[src/rtl/secviol_pkg.sv]
package secviol_pkg;

    localparam int DW          = 32;
    localparam int GRP_A_BASE  = 4;
    localparam int GRP_B_BASE  = 20;
    localparam int EXP_BASE    = 16;

    // word index = byte offset >> 2
    typedef enum logic [5:0] {
        RA_RESP  = 6'h00,
        RA_GATE  = 6'h01,
        RA_MCHK  = 6'h02,
        RA_CSTAT = 6'h04,
        RA_CCLR  = 6'h05,
        RA_CEN   = 6'h06,
        RA_WSTAT = 6'h08,
        RA_WCLR  = 6'h09,
        RA_WEN   = 6'h0A,
        RA_WNS   = 6'h0B,
        RA_BSTAT = 6'h0C,
        RA_BCLR  = 6'h0D,
        RA_BEN   = 6'h0E
    } reg_idx_e;

    // bit position of controller source i inside the status word
    function automatic int ctrl_pos(input int i, input int n_int, input int n_a);
        if (i < n_int)
            return i;
        else if (i < n_int + n_a)
            return GRP_A_BASE + i - n_int;
        else
            return GRP_B_BASE + i - n_int - n_a;
    endfunction

endpackage

[src/rtl/svi_ctrl_bank.sv]
module svi_ctrl_bank
    import secviol_pkg::*;
#(
    parameter int N_INT = 2,
    parameter int N_A   = 4,
    parameter int N_B   = 4,
    localparam int N    = N_INT + N_A + N_B
) (
    input  logic          clk,
    input  logic          rst_n,
    input  logic [N-1:0]  src_i,
    input  logic          clr_we,
    input  logic          en_we,
    input  logic [DW-1:0] wdata,
    output logic [DW-1:0] stat_word,
    output logic [DW-1:0] en_word,
    output logic [N-1:0]  clr_o,
    output logic [N-1:0]  en_o
);

    logic [N-1:0] prev_q, stat_q, stat_nx, en_q, sel_mask;

    // written bit seen by each source at its own position
    always_comb begin
        for (int i = 0; i < N; i++)
            sel_mask[i] = wdata[ctrl_pos(i, N_INT, N_A)];
    end

    // a level change outranks a clear in the same cycle
    always_comb begin
        for (int i = 0; i < N; i++) begin
            if (src_i[i] != prev_q[i])
                stat_nx[i] = src_i[i];
            else if (clr_we && sel_mask[i])
                stat_nx[i] = 1'b0;
            else
                stat_nx[i] = stat_q[i];
        end
    end

    always_ff @(posedge clk or negedge rst_n) begin
        if (!rst_n) begin
            prev_q <= '0;
            stat_q <= '0;
            en_q   <= '0;
            clr_o  <= '0;
        end else begin
            prev_q <= src_i;
            stat_q <= stat_nx;
            if (en_we)
                en_q <= sel_mask;
            clr_o <= clr_we ? stat_nx : '0;
        end
    end

    always_comb begin
        stat_word = '0;
        en_word   = '0;
        for (int i = 0; i < N; i++) begin
            stat_word[ctrl_pos(i, N_INT, N_A)] = stat_q[i];
            en_word[ctrl_pos(i, N_INT, N_A)]   = en_q[i];
        end
    end

    assign en_o = en_q;

    AST_CAPTURE_LEVEL: assert property (@(posedge clk) disable iff (!rst_n)
        (src_i != prev_q) |=> (((stat_q ^ $past(src_i)) & $past(src_i ^ prev_q)) == '0));
    AST_CLEAR_DROPS: assert property (@(posedge clk) disable iff (!rst_n)
        (clr_we && (src_i == prev_q)) |=> ((stat_q & $past(sel_mask)) == '0));
    AST_CLR_ONESHOT: assert property (@(posedge clk) disable iff (!rst_n)
        (|clr_o) |-> $past(clr_we));
    AST_EN_TRACK: assert property (@(posedge clk) disable iff (!rst_n)
        en_we |=> (en_o == $past(sel_mask)));

endmodule

[src/rtl/svi_wrap_bank.sv]
module svi_wrap_bank
    import secviol_pkg::*;
#(
    parameter int N_WRAP = 4
) (
    input  logic              clk,
    input  logic              rst_n,
    input  logic [N_WRAP-1:0] src_i,
    input  logic              clr_we,
    input  logic              en_we,
    input  logic              ns_we,
    input  logic [DW-1:0]     wdata,
    output logic [DW-1:0]     stat_word,
    output logic [DW-1:0]     en_word,
    output logic [DW-1:0]     ns_word,
    output logic [N_WRAP-1:0] clr_o,
    output logic [N_WRAP-1:0] ns_o,
    output logic              irq_o
);

    logic [N_WRAP-1:0] stat_q;
    logic [DW-1:0]     en_q, ns_q;

    always_ff @(posedge clk or negedge rst_n) begin
        if (!rst_n) begin
            stat_q <= '0;
            en_q   <= '0;
            ns_q   <= '0;
            clr_o  <= '0;
        end else begin
            stat_q <= src_i;
            if (en_we) en_q <= wdata;
            if (ns_we) ns_q <= wdata;
            clr_o <= clr_we ? wdata[EXP_BASE +: N_WRAP] : '0;
        end
    end

    always_comb begin
        stat_word = '0;
        stat_word[EXP_BASE +: N_WRAP] = stat_q;
    end

    assign en_word = en_q;
    assign ns_word = ns_q;
    assign ns_o    = ns_q[EXP_BASE +: N_WRAP];
    assign irq_o   = |(stat_word & en_q);

    AST_WCLR_ONESHOT: assert property (@(posedge clk) disable iff (!rst_n)
        (|clr_o) |-> $past(clr_we));
    AST_IRQ_NEEDS_SRC: assert property (@(posedge clk) disable iff (!rst_n)
        irq_o |-> (|stat_q));
    AST_NS_LOAD: assert property (@(posedge clk) disable iff (!rst_n)
        ns_we |=> (ns_o == $past(wdata[EXP_BASE +: N_WRAP])));

endmodule

[src/rtl/svi_misc_regs.sv]
module svi_misc_regs
    import secviol_pkg::*;
#(
    parameter int N_MCHK     = 4,
    parameter int N_MCHK_EXP = 4
) (
    input  logic                  clk,
    input  logic                  rst_n,
    input  logic [N_MCHK-1:0]     mchk_int_i,
    input  logic [N_MCHK_EXP-1:0] mchk_exp_i,
    input  logic                  resp_we,
    input  logic                  gate_we,
    input  logic                  ben_we,
    input  logic [1:0]            wdata_lo,
    input  logic [15:0]           wdata_hi,
    output logic [DW-1:0]         mchk_word,
    output logic [DW-1:0]         ben_word,
    output logic                  resp_o,
    output logic [1:0]            gate_o
);

    logic [N_MCHK-1:0]     int_q;
    logic [N_MCHK_EXP-1:0] exp_q;
    logic [15:0]           ben_q;

    always_ff @(posedge clk or negedge rst_n) begin
        if (!rst_n) begin
            int_q  <= '0;
            exp_q  <= '0;
            ben_q  <= '0;
            resp_o <= 1'b0;
            gate_o <= 2'b00;
        end else begin
            int_q <= mchk_int_i;
            exp_q <= mchk_exp_i;
            if (ben_we)  ben_q  <= wdata_hi;
            if (resp_we) resp_o <= wdata_lo[0];
            if (gate_we) gate_o <= wdata_lo;
        end
    end

    always_comb begin
        mchk_word = '0;
        mchk_word[N_MCHK-1:0]               = int_q;
        mchk_word[EXP_BASE +: N_MCHK_EXP]   = exp_q;
    end

    assign ben_word = {ben_q, 16'h0000};

    AST_GATE_LOAD: assert property (@(posedge clk) disable iff (!rst_n)
        gate_we |=> (gate_o == $past(wdata_lo)));
    AST_RESP_HOLD: assert property (@(posedge clk) disable iff (!rst_n)
        !resp_we |=> $stable(resp_o));

endmodule

[src/rtl/secviol_agg.sv]
module secviol_agg
    import secviol_pkg::*;
#(
    parameter int N_INT      = 2,
    parameter int N_A        = 4,
    parameter int N_B        = 4,
    parameter int N_MCHK     = 4,
    parameter int N_MCHK_EXP = 4,
    parameter int N_WRAP     = 4,
    parameter int AW         = 8,
    localparam int N_CTRL    = N_INT + N_A + N_B
) (
    input  logic                  clk,
    input  logic                  rst_n,
    input  logic                  bus_wr,
    input  logic [AW-1:0]         bus_addr,
    input  logic [DW-1:0]         bus_wdata,
    input  logic [3:0]            bus_wstrb,
    output logic [DW-1:0]         bus_rdata,
    input  logic [N_CTRL-1:0]     ctrl_src_i,
    output logic [N_CTRL-1:0]     ctrl_clr_o,
    output logic [N_CTRL-1:0]     ctrl_en_o,
    input  logic [N_MCHK-1:0]     mchk_int_i,
    input  logic [N_MCHK_EXP-1:0] mchk_exp_i,
    input  logic [N_WRAP-1:0]     wrap_src_i,
    output logic [N_WRAP-1:0]     wrap_clr_o,
    output logic [N_WRAP-1:0]     wrap_ns_o,
    output logic                  wrap_irq_o,
    output logic                  resp_cfg_o,
    output logic [1:0]            gate_cfg_o
);

    logic [5:0]    widx;
    logic          wr_ok;
    logic          we_resp, we_gate, we_cclr, we_cen, we_wclr, we_wen, we_wns, we_ben;
    logic [DW-1:0] cstat_w, cen_w, wstat_w, wen_w, wns_w, mchk_w, ben_w;

    assign widx  = bus_addr[7:2];
    assign wr_ok = bus_wr && (bus_wstrb == 4'hF) && (bus_addr[1:0] == 2'b00);

    always_comb begin
        we_resp = 1'b0; we_gate = 1'b0; we_cclr = 1'b0; we_cen = 1'b0;
        we_wclr = 1'b0; we_wen  = 1'b0; we_wns  = 1'b0; we_ben = 1'b0;
        if (wr_ok) begin
            case (widx)
                RA_RESP: we_resp = 1'b1;
                RA_GATE: we_gate = 1'b1;
                RA_CCLR: we_cclr = 1'b1;
                RA_CEN:  we_cen  = 1'b1;
                RA_WCLR: we_wclr = 1'b1;
                RA_WEN:  we_wen  = 1'b1;
                RA_WNS:  we_wns  = 1'b1;
                RA_BEN:  we_ben  = 1'b1;
                default: ;
            endcase
        end
    end

    svi_ctrl_bank #(.N_INT(N_INT), .N_A(N_A), .N_B(N_B)) u_ctrl (
        .clk(clk), .rst_n(rst_n), .src_i(ctrl_src_i),
        .clr_we(we_cclr), .en_we(we_cen), .wdata(bus_wdata),
        .stat_word(cstat_w), .en_word(cen_w),
        .clr_o(ctrl_clr_o), .en_o(ctrl_en_o)
    );

    svi_wrap_bank #(.N_WRAP(N_WRAP)) u_wrap (
        .clk(clk), .rst_n(rst_n), .src_i(wrap_src_i),
        .clr_we(we_wclr), .en_we(we_wen), .ns_we(we_wns), .wdata(bus_wdata),
        .stat_word(wstat_w), .en_word(wen_w), .ns_word(wns_w),
        .clr_o(wrap_clr_o), .ns_o(wrap_ns_o), .irq_o(wrap_irq_o)
    );

    svi_misc_regs #(.N_MCHK(N_MCHK), .N_MCHK_EXP(N_MCHK_EXP)) u_misc (
        .clk(clk), .rst_n(rst_n),
        .mchk_int_i(mchk_int_i), .mchk_exp_i(mchk_exp_i),
        .resp_we(we_resp), .gate_we(we_gate), .ben_we(we_ben),
        .wdata_lo(bus_wdata[1:0]), .wdata_hi(bus_wdata[31:16]),
        .mchk_word(mchk_w), .ben_word(ben_w),
        .resp_o(resp_cfg_o), .gate_o(gate_cfg_o)
    );

    always_comb begin
        case (widx)
            RA_RESP:  bus_rdata = {{(DW-1){1'b0}}, resp_cfg_o};
            RA_GATE:  bus_rdata = {{(DW-2){1'b0}}, gate_cfg_o};
            RA_MCHK:  bus_rdata = mchk_w;
            RA_CSTAT: bus_rdata = cstat_w;
            RA_CEN:   bus_rdata = cen_w;
            RA_WSTAT: bus_rdata = wstat_w;
            RA_WEN:   bus_rdata = wen_w;
            RA_WNS:   bus_rdata = wns_w;
            RA_BEN:   bus_rdata = ben_w;
            default:  bus_rdata = '0;
        endcase
    end

    AST_PARTIAL_WRITE_IGNORED: assert property (@(posedge clk) disable iff (!rst_n)
        (bus_wr && (bus_wstrb != 4'hF)) |=>
            ($stable(resp_cfg_o) && $stable(gate_cfg_o) && $stable(ctrl_en_o) && $stable(wrap_ns_o)));
    AST_CLEAR_PULSES_EXCLUSIVE: assert property (@(posedge clk) disable iff (!rst_n)
        !((|ctrl_clr_o) && (|wrap_clr_o)));

endmodule

[config.mk]
export PLATFORM = sky130hd
export DESIGN_NAME = secviol_agg
export DESIGN_NICKNAME = d
export VERILOG_FILES = /design/src/rtl/secviol_pkg.sv /design/src/rtl/svi_ctrl_bank.sv /design/src/rtl/svi_wrap_bank.sv /design/src/rtl/svi_misc_regs.sv /design/src/rtl/secviol_agg.sv
export SDC_FILE = /design/constraint.sdc
export NUM_CORES = 1
export LEC_CHECK = 0
export CELL_PAD_IN_SITES_DETAIL_PLACEMENT = 0
export CELL_PAD_IN_SITES_GLOBAL_PLACEMENT = 1
export CORE_ASPECT_RATIO = 0.75
export CORE_UTILIZATION = 35
export CTS_CLUSTER_SIZE = 30
export DETAILED_ROUTE_END_ITERATION = 7
export PLACE_DENSITY_LB_ADDON = 0.1
export SYNTH_ARGS = -nofsm -noshare
export SYNTH_HDL_FRONTEND = slang
export SYNTH_SLANG_ARGS = --single-unit
[constraint.sdc]
create_clock -name clk -period 2.35 [get_ports clk]
set_input_delay 0.47 -clock clk [delete_from_list [all_inputs] [get_ports clk]]
set_output_delay 0.47 -clock clk [all_outputs]
set_load 0.03 [all_outputs]
# Word level (Yosys, flattened, before mapping)
# Cells that the tools add are included.
totals:
  regBits: 139
  output_inout_bits: 64
  inputBits: 69
classes:
  muxes: 39
  n_eq_ne: 21
  bitwise_logic: 1
  reduce_logical: 15
ops:
  columns: ["operator", "n"]
  rows:
  - ["32-bit one-hot mux with 9 select lines", 1]
  - ["1-bit two-way mux", 36]
  - ["20-bit by 32-bit bitwise AND with 32-bit output", 1]
  - ["32-bit OR reduction", 1]
  - ["6-bit by 4-bit equality test with 1-bit output, second input constant", 5]
  - ["6-bit by 3-bit equality test with 1-bit output, second input constant", 3]
  - ["1-bit logical AND", 12]
  - ["10-bit two-way mux", 1]
  - ["1-bit inequality test", 10]
  - ["6-bit by 1-bit equality test with 1-bit output, second input constant", 1]
  - ["6-bit by 2-bit equality test with 1-bit output, second input constant", 1]
  - ["6-bit logical NOT", 1]
  - ["4-bit equality test, second input constant", 1]
  - ["4-bit two-way mux", 1]
  - ["2-bit logical NOT", 1]

# Longest topological paths before layout
depth:
  ltp_word: 8
  ltp_mapped: 7

# Modules after synthesis
# From an unflattened synthesis, not the netlist that was laid out.
hier_totals:
  cells_unflattened: 674
  area_unflattened_um2: 8262.9
modules_own_cells:
  columns: ["module", "seq_area_each_um2", "n_inst", "area_per_inst_um2", "cells_each"]
  rows:
  - ["svi_wrap_bank", 1801.7, 1, 3178.0, 184]
  - ["svi_ctrl_bank", 1001.0, 1, 2043.2, 168]
  - ["secviol_agg", 0.0, 1, 1779.2, 233]
  - ["svi_misc_regs", 675.6, 1, 1262.5, 89]

# Least setup slack after synthesis
# Ideal clock, no wire load.
synth_timing:
  path_type: "in2out"
  from: "input bus_addr[4]"
  to: "output bus_rdata[4]"
  slack_ns: -0.111
  required_time_ns: 1.880
  n_path_buf: 2
  path_stages: 5
  t_arrival_ns: 1.991
  cell_sequence: "buf_2 -> nor4b_2 -> and2_0 -> clkbuf_1 -> a221o_1"
synth_via:
  elab_chain_len: 2
  elab_cells_between_ends: 10
  cone_classes: "8 x eq/ne; 1 x mux; 1 x reduce/logical"
synth_rtl:
  columns: ["element", "line_no", "rtl"]
  rows:
  - ["start, declared", "secviol_agg.sv:16", "input logic [AW-1:0] bus_addr,"]
  - ["6-bit by 4-bit equality test with 1-bit output, or another cell as far along", "secviol_agg.sv:83", "case (widx)"]
  - ["32-bit one-hot mux with 9 select lines *", "secviol_agg.sv:83", null]
  - ["end, declared", "secviol_agg.sv:19", "output logic [DW-1:0] bus_rdata,"]
# Every way passes the cells marked *; elsewhere a longest branch is shown, timed or not.

# Worst setup path after layout
# Same ends and word-level chain as after synthesis.

==> impl_metrics.json <==
{
  "coreArea_um2": 17000,
  "setup_viol": 0,
  "min_path_cells": 1,
  "endpoint_kind": "output port",
  "fillers": 1468,
  "rr_worst_depth": 3,
  "fmax_mhz": 435,
  "r2r-start": "u_ctrl.prev_q[1]",
  "synth_top_area_share": 0.569,
  "hold_end": "u_wrap.stat_q[3]",
  "rows": 41,
  "grt_pass1_wl_um": 26000,
  "drc": 0,
  "cts_buffers": 17,
  "grt_usage": 0.193,
  "synth_area_leaders": "dfrtp_1, mux2_2, a221o_1, nand2b_1, nand3_1",
  "antenna_cells": 0,
  "first_global_vias": 4706,
  "final_antenna_net_count": 0,
  "cap_violations": 0,
  "dieArea_um2": 18000,
  "synth_area_per_cell_um2": 13.1,
  "drive_above_1_share": 0.380,
  "cts_tree": "done",
  "hpwl_um": 11400,
  "synth-edff-count": 0,
  "met1_length_um": 7640,
  "fin_skew_ns": 0.000803,
  "startpoint_type": "input port",
  "yosysMostFrequentCell": "dfrtp_1",
  "synthCells": 467,
  "yosysUniqueCellTypes": 38,
  "synth-seq-area-share": 0.569,
  "p_per_area_nw_per_um2": 664,
  "postSynth.asyncResetShare": 1.00,
  "routedWlPerCell_um": 18.7,
  "crit_type": "input port to output port",
  "period_minus_slack_ns": 2.30,
  "grt_max_degree": 60,
  "worstMarginPinSlew_ns": 0.329,
  "nNetsFinal": 703,
  "via_per_inst": 5.06,
  "seqCellArea_um2": 3480,
  "yosysWarnings": 0,
  "synth_nets": 536,
  "h-tree-depth": 4,
  "io_buffers": 132,
  "crit_path_max_fanout": 5,
  "clk_latency_ns": 0.42,
  "fp.dieW_um": 155,
  "r2r_slack_ns": 1.52,
  "reg2reg_to": "u_ctrl.stat_q[1]",
  "clockRootBuffer": "clkbuf_16",
  "firstDrtPassIters": 4,
  "synthTopCellsByCount": "dfrtp_1, mux2_2, nand3_1",
  "yosysTopAreaCell": "dfrtp_1",
  "clk_pin_slew_ns": 0.06,
  "fp.dieH_um": 116,
  "start_util": 0.360,
  "synth_seq_cells": 139,
  "slew_viol_final": 0,
  "top_layer_used": "met4",
  "wl_um": 16500,
  "hold_start": "wrap_src_i[3]",
  "required_ns": 1.88,
  "met3_wirelength_um": 873,
  "syn2layout_area_growth_pct": 42.0,
  "dpl_cell_area_um2": 7920,
  "overflow": 0,
  "cts_buffer_depth": 2,
  "multiInputGateArea_um2": 2550,
  "pre_cts_ws_ns": -0.432,
  "slew_headroom": 0.777,
  "ios": 133,
  "antenna_found_initial": 0,
  "crit_arrival_ns": 1.83,
  "final_area_um2": 8690,
  "wl_met2_um": 7780,
  "peakVddDrop_v": 0.000378,
  "hold_class": "input port to flip-flop",
  "drt_iter0_drc": 217,
  "synth_area_um2": 6120,
  "finalCritPeriodShare": 0.978,
  "post-route-util": 0.512,
  "cts.sinks": 139,
  "setup_slack_ns": 0.0525,
  "hold_violations": 0,
  "status": "finished, final reports clean",
  "vias": 4472,
  "synth_ff_type": "dfrtp_1",
  "power_leakage_nw": 4.07,
  "place_congestion": 0.788
}
-- sequential cells by signal, summed over array words and instances (netlist names), 4 cells and up --
signal          count
u_wrap.en_word     32
u_wrap.stat_q       4
u_misc.int_q        4
u_ctrl.clr_o       10
u_wrap.clr_o        4
u_misc.ben_q       16
u_ctrl.stat_q      10
u_ctrl.en_o        10
u_misc.exp_q        4
u_wrap.ns_word     32
u_ctrl.prev_q      10
-- cell families (layout without fill, tap and decap cells) --
family                 after synthesis  after routing  synth area share
AOI/OAI and AO/OA                   66             66            0.0781
muxes                              110            110             0.201
buffers and inverters               31            211            0.0243
DFF                                139            139             0.569
and+or+nand+nor                    121            121             0.128
-- report_power, final --
part / total (W) / switching [W] / internal, W
combinational: 0.000408 / 0.000202 / 0.000206
clock: 0.00289 / 0.00105 / 0.00184
sequential: 0.00247 / 0.0000307 / 0.00244
total: 0.00577 / 0.00128 / 0.00449
-- how the worst max path moves through the flow --
stage / startpoint / end / slack [ns] / cells after the start
floorplan: bus_addr[4] / bus_rdata[5] / 0.008 / 5
global placement: bus_addr[7] / bus_rdata[1] / -0.44 / 5
detailed placement: bus_addr[7] / bus_rdata[1] / -0.43 / 5
CTS: bus_addr[6] / bus_rdata[1] / -0.02 / 6
global route: bus_addr[6] / bus_rdata[6] / -0.03 / 8
finish: bus_addr[4] / bus_rdata[4] / 0.05 / 7
-- area by class of cell --
class	instances	share of cell area
well taps	236	0.0340
flip-flops and latches	139	0.400
repair buffers	179	0.199
clock buffers	19	0.0521
clock inverters	13	0.0215
multi-input cells	297	0.293
-- routing by layer --
| layer | GRT usage | vias up |
|---|---|---|
| li1 | - | 2087 |
| met1 | 0.257 | 2258 |
| met2 | 0.305 | 114 |
| met3 | 0.0571 | 13 |
| met4 | 0.0614 | 0 |
| met5 | 0 | - |
-- worst max-delay path: stages --
cell and delay [ns]:
clkdlybuf4s15_2 0.26, nor4b_4 0.06, buf_4 0.16, and2_4 0.17, buf_4 0.15, a221o_2 0.38, buf_4 0.17
-- what timing repair did --
action	in CTS	in global routing
setup buffers	2	1
hold buffers	1	0
pin swaps	5	3
hold endpoints to repair	32	0
resized for setup	33	15
setup endpoints to repair	32	29
cloned	0	2
-- metrics by stage --
step | hold WS [ns] | instances | setup TNS [ns] | power [W]
detailed placement | 0.393 | 846 | -38.04 | 0.00291
finish | 0.490 | 883 | 0 | 0.00577
global placement | 0.386 | 846 | -35.50 | 0.00290
floorplan | 0.174 | 467 | 0 | 0.00264
global route | 0.476 | 883 | -0.0888 | 0.00599
CTS | 0.469 | 881 | -0.0324 | 0.00584
-- cells in the final DEF (no fill, tap or decap), drive strengths merged, types with 2 or more instances in the layout --
cell           Yosys  routed
nor4b              2       2
nand2b            20      20
clkinv             0       4
clkbuf            16      21
mux2i              9       9
nand3b            11      11
nor2b             12      12
and4               6       6
a221o             14      14
nand2              3       3
a31oi             10      10
a22o               8       8
nor2               5       5
o22ai              4       4
nand4             11      11
buf               15      81
o21ai             10      10
bufinv             0       4
nor4               6       6
a2bb2oi            4       4
clkdlybuf4s50      0      93
a22oi              6       6
nand3             23      23
dfrtp            139     139
mux2             101     101
inv                0       4
a21oi             10      10
and3              11      11
and2               4       4
clkdlybuf4s15      0       2
Power figures use the tool's default switching activity.
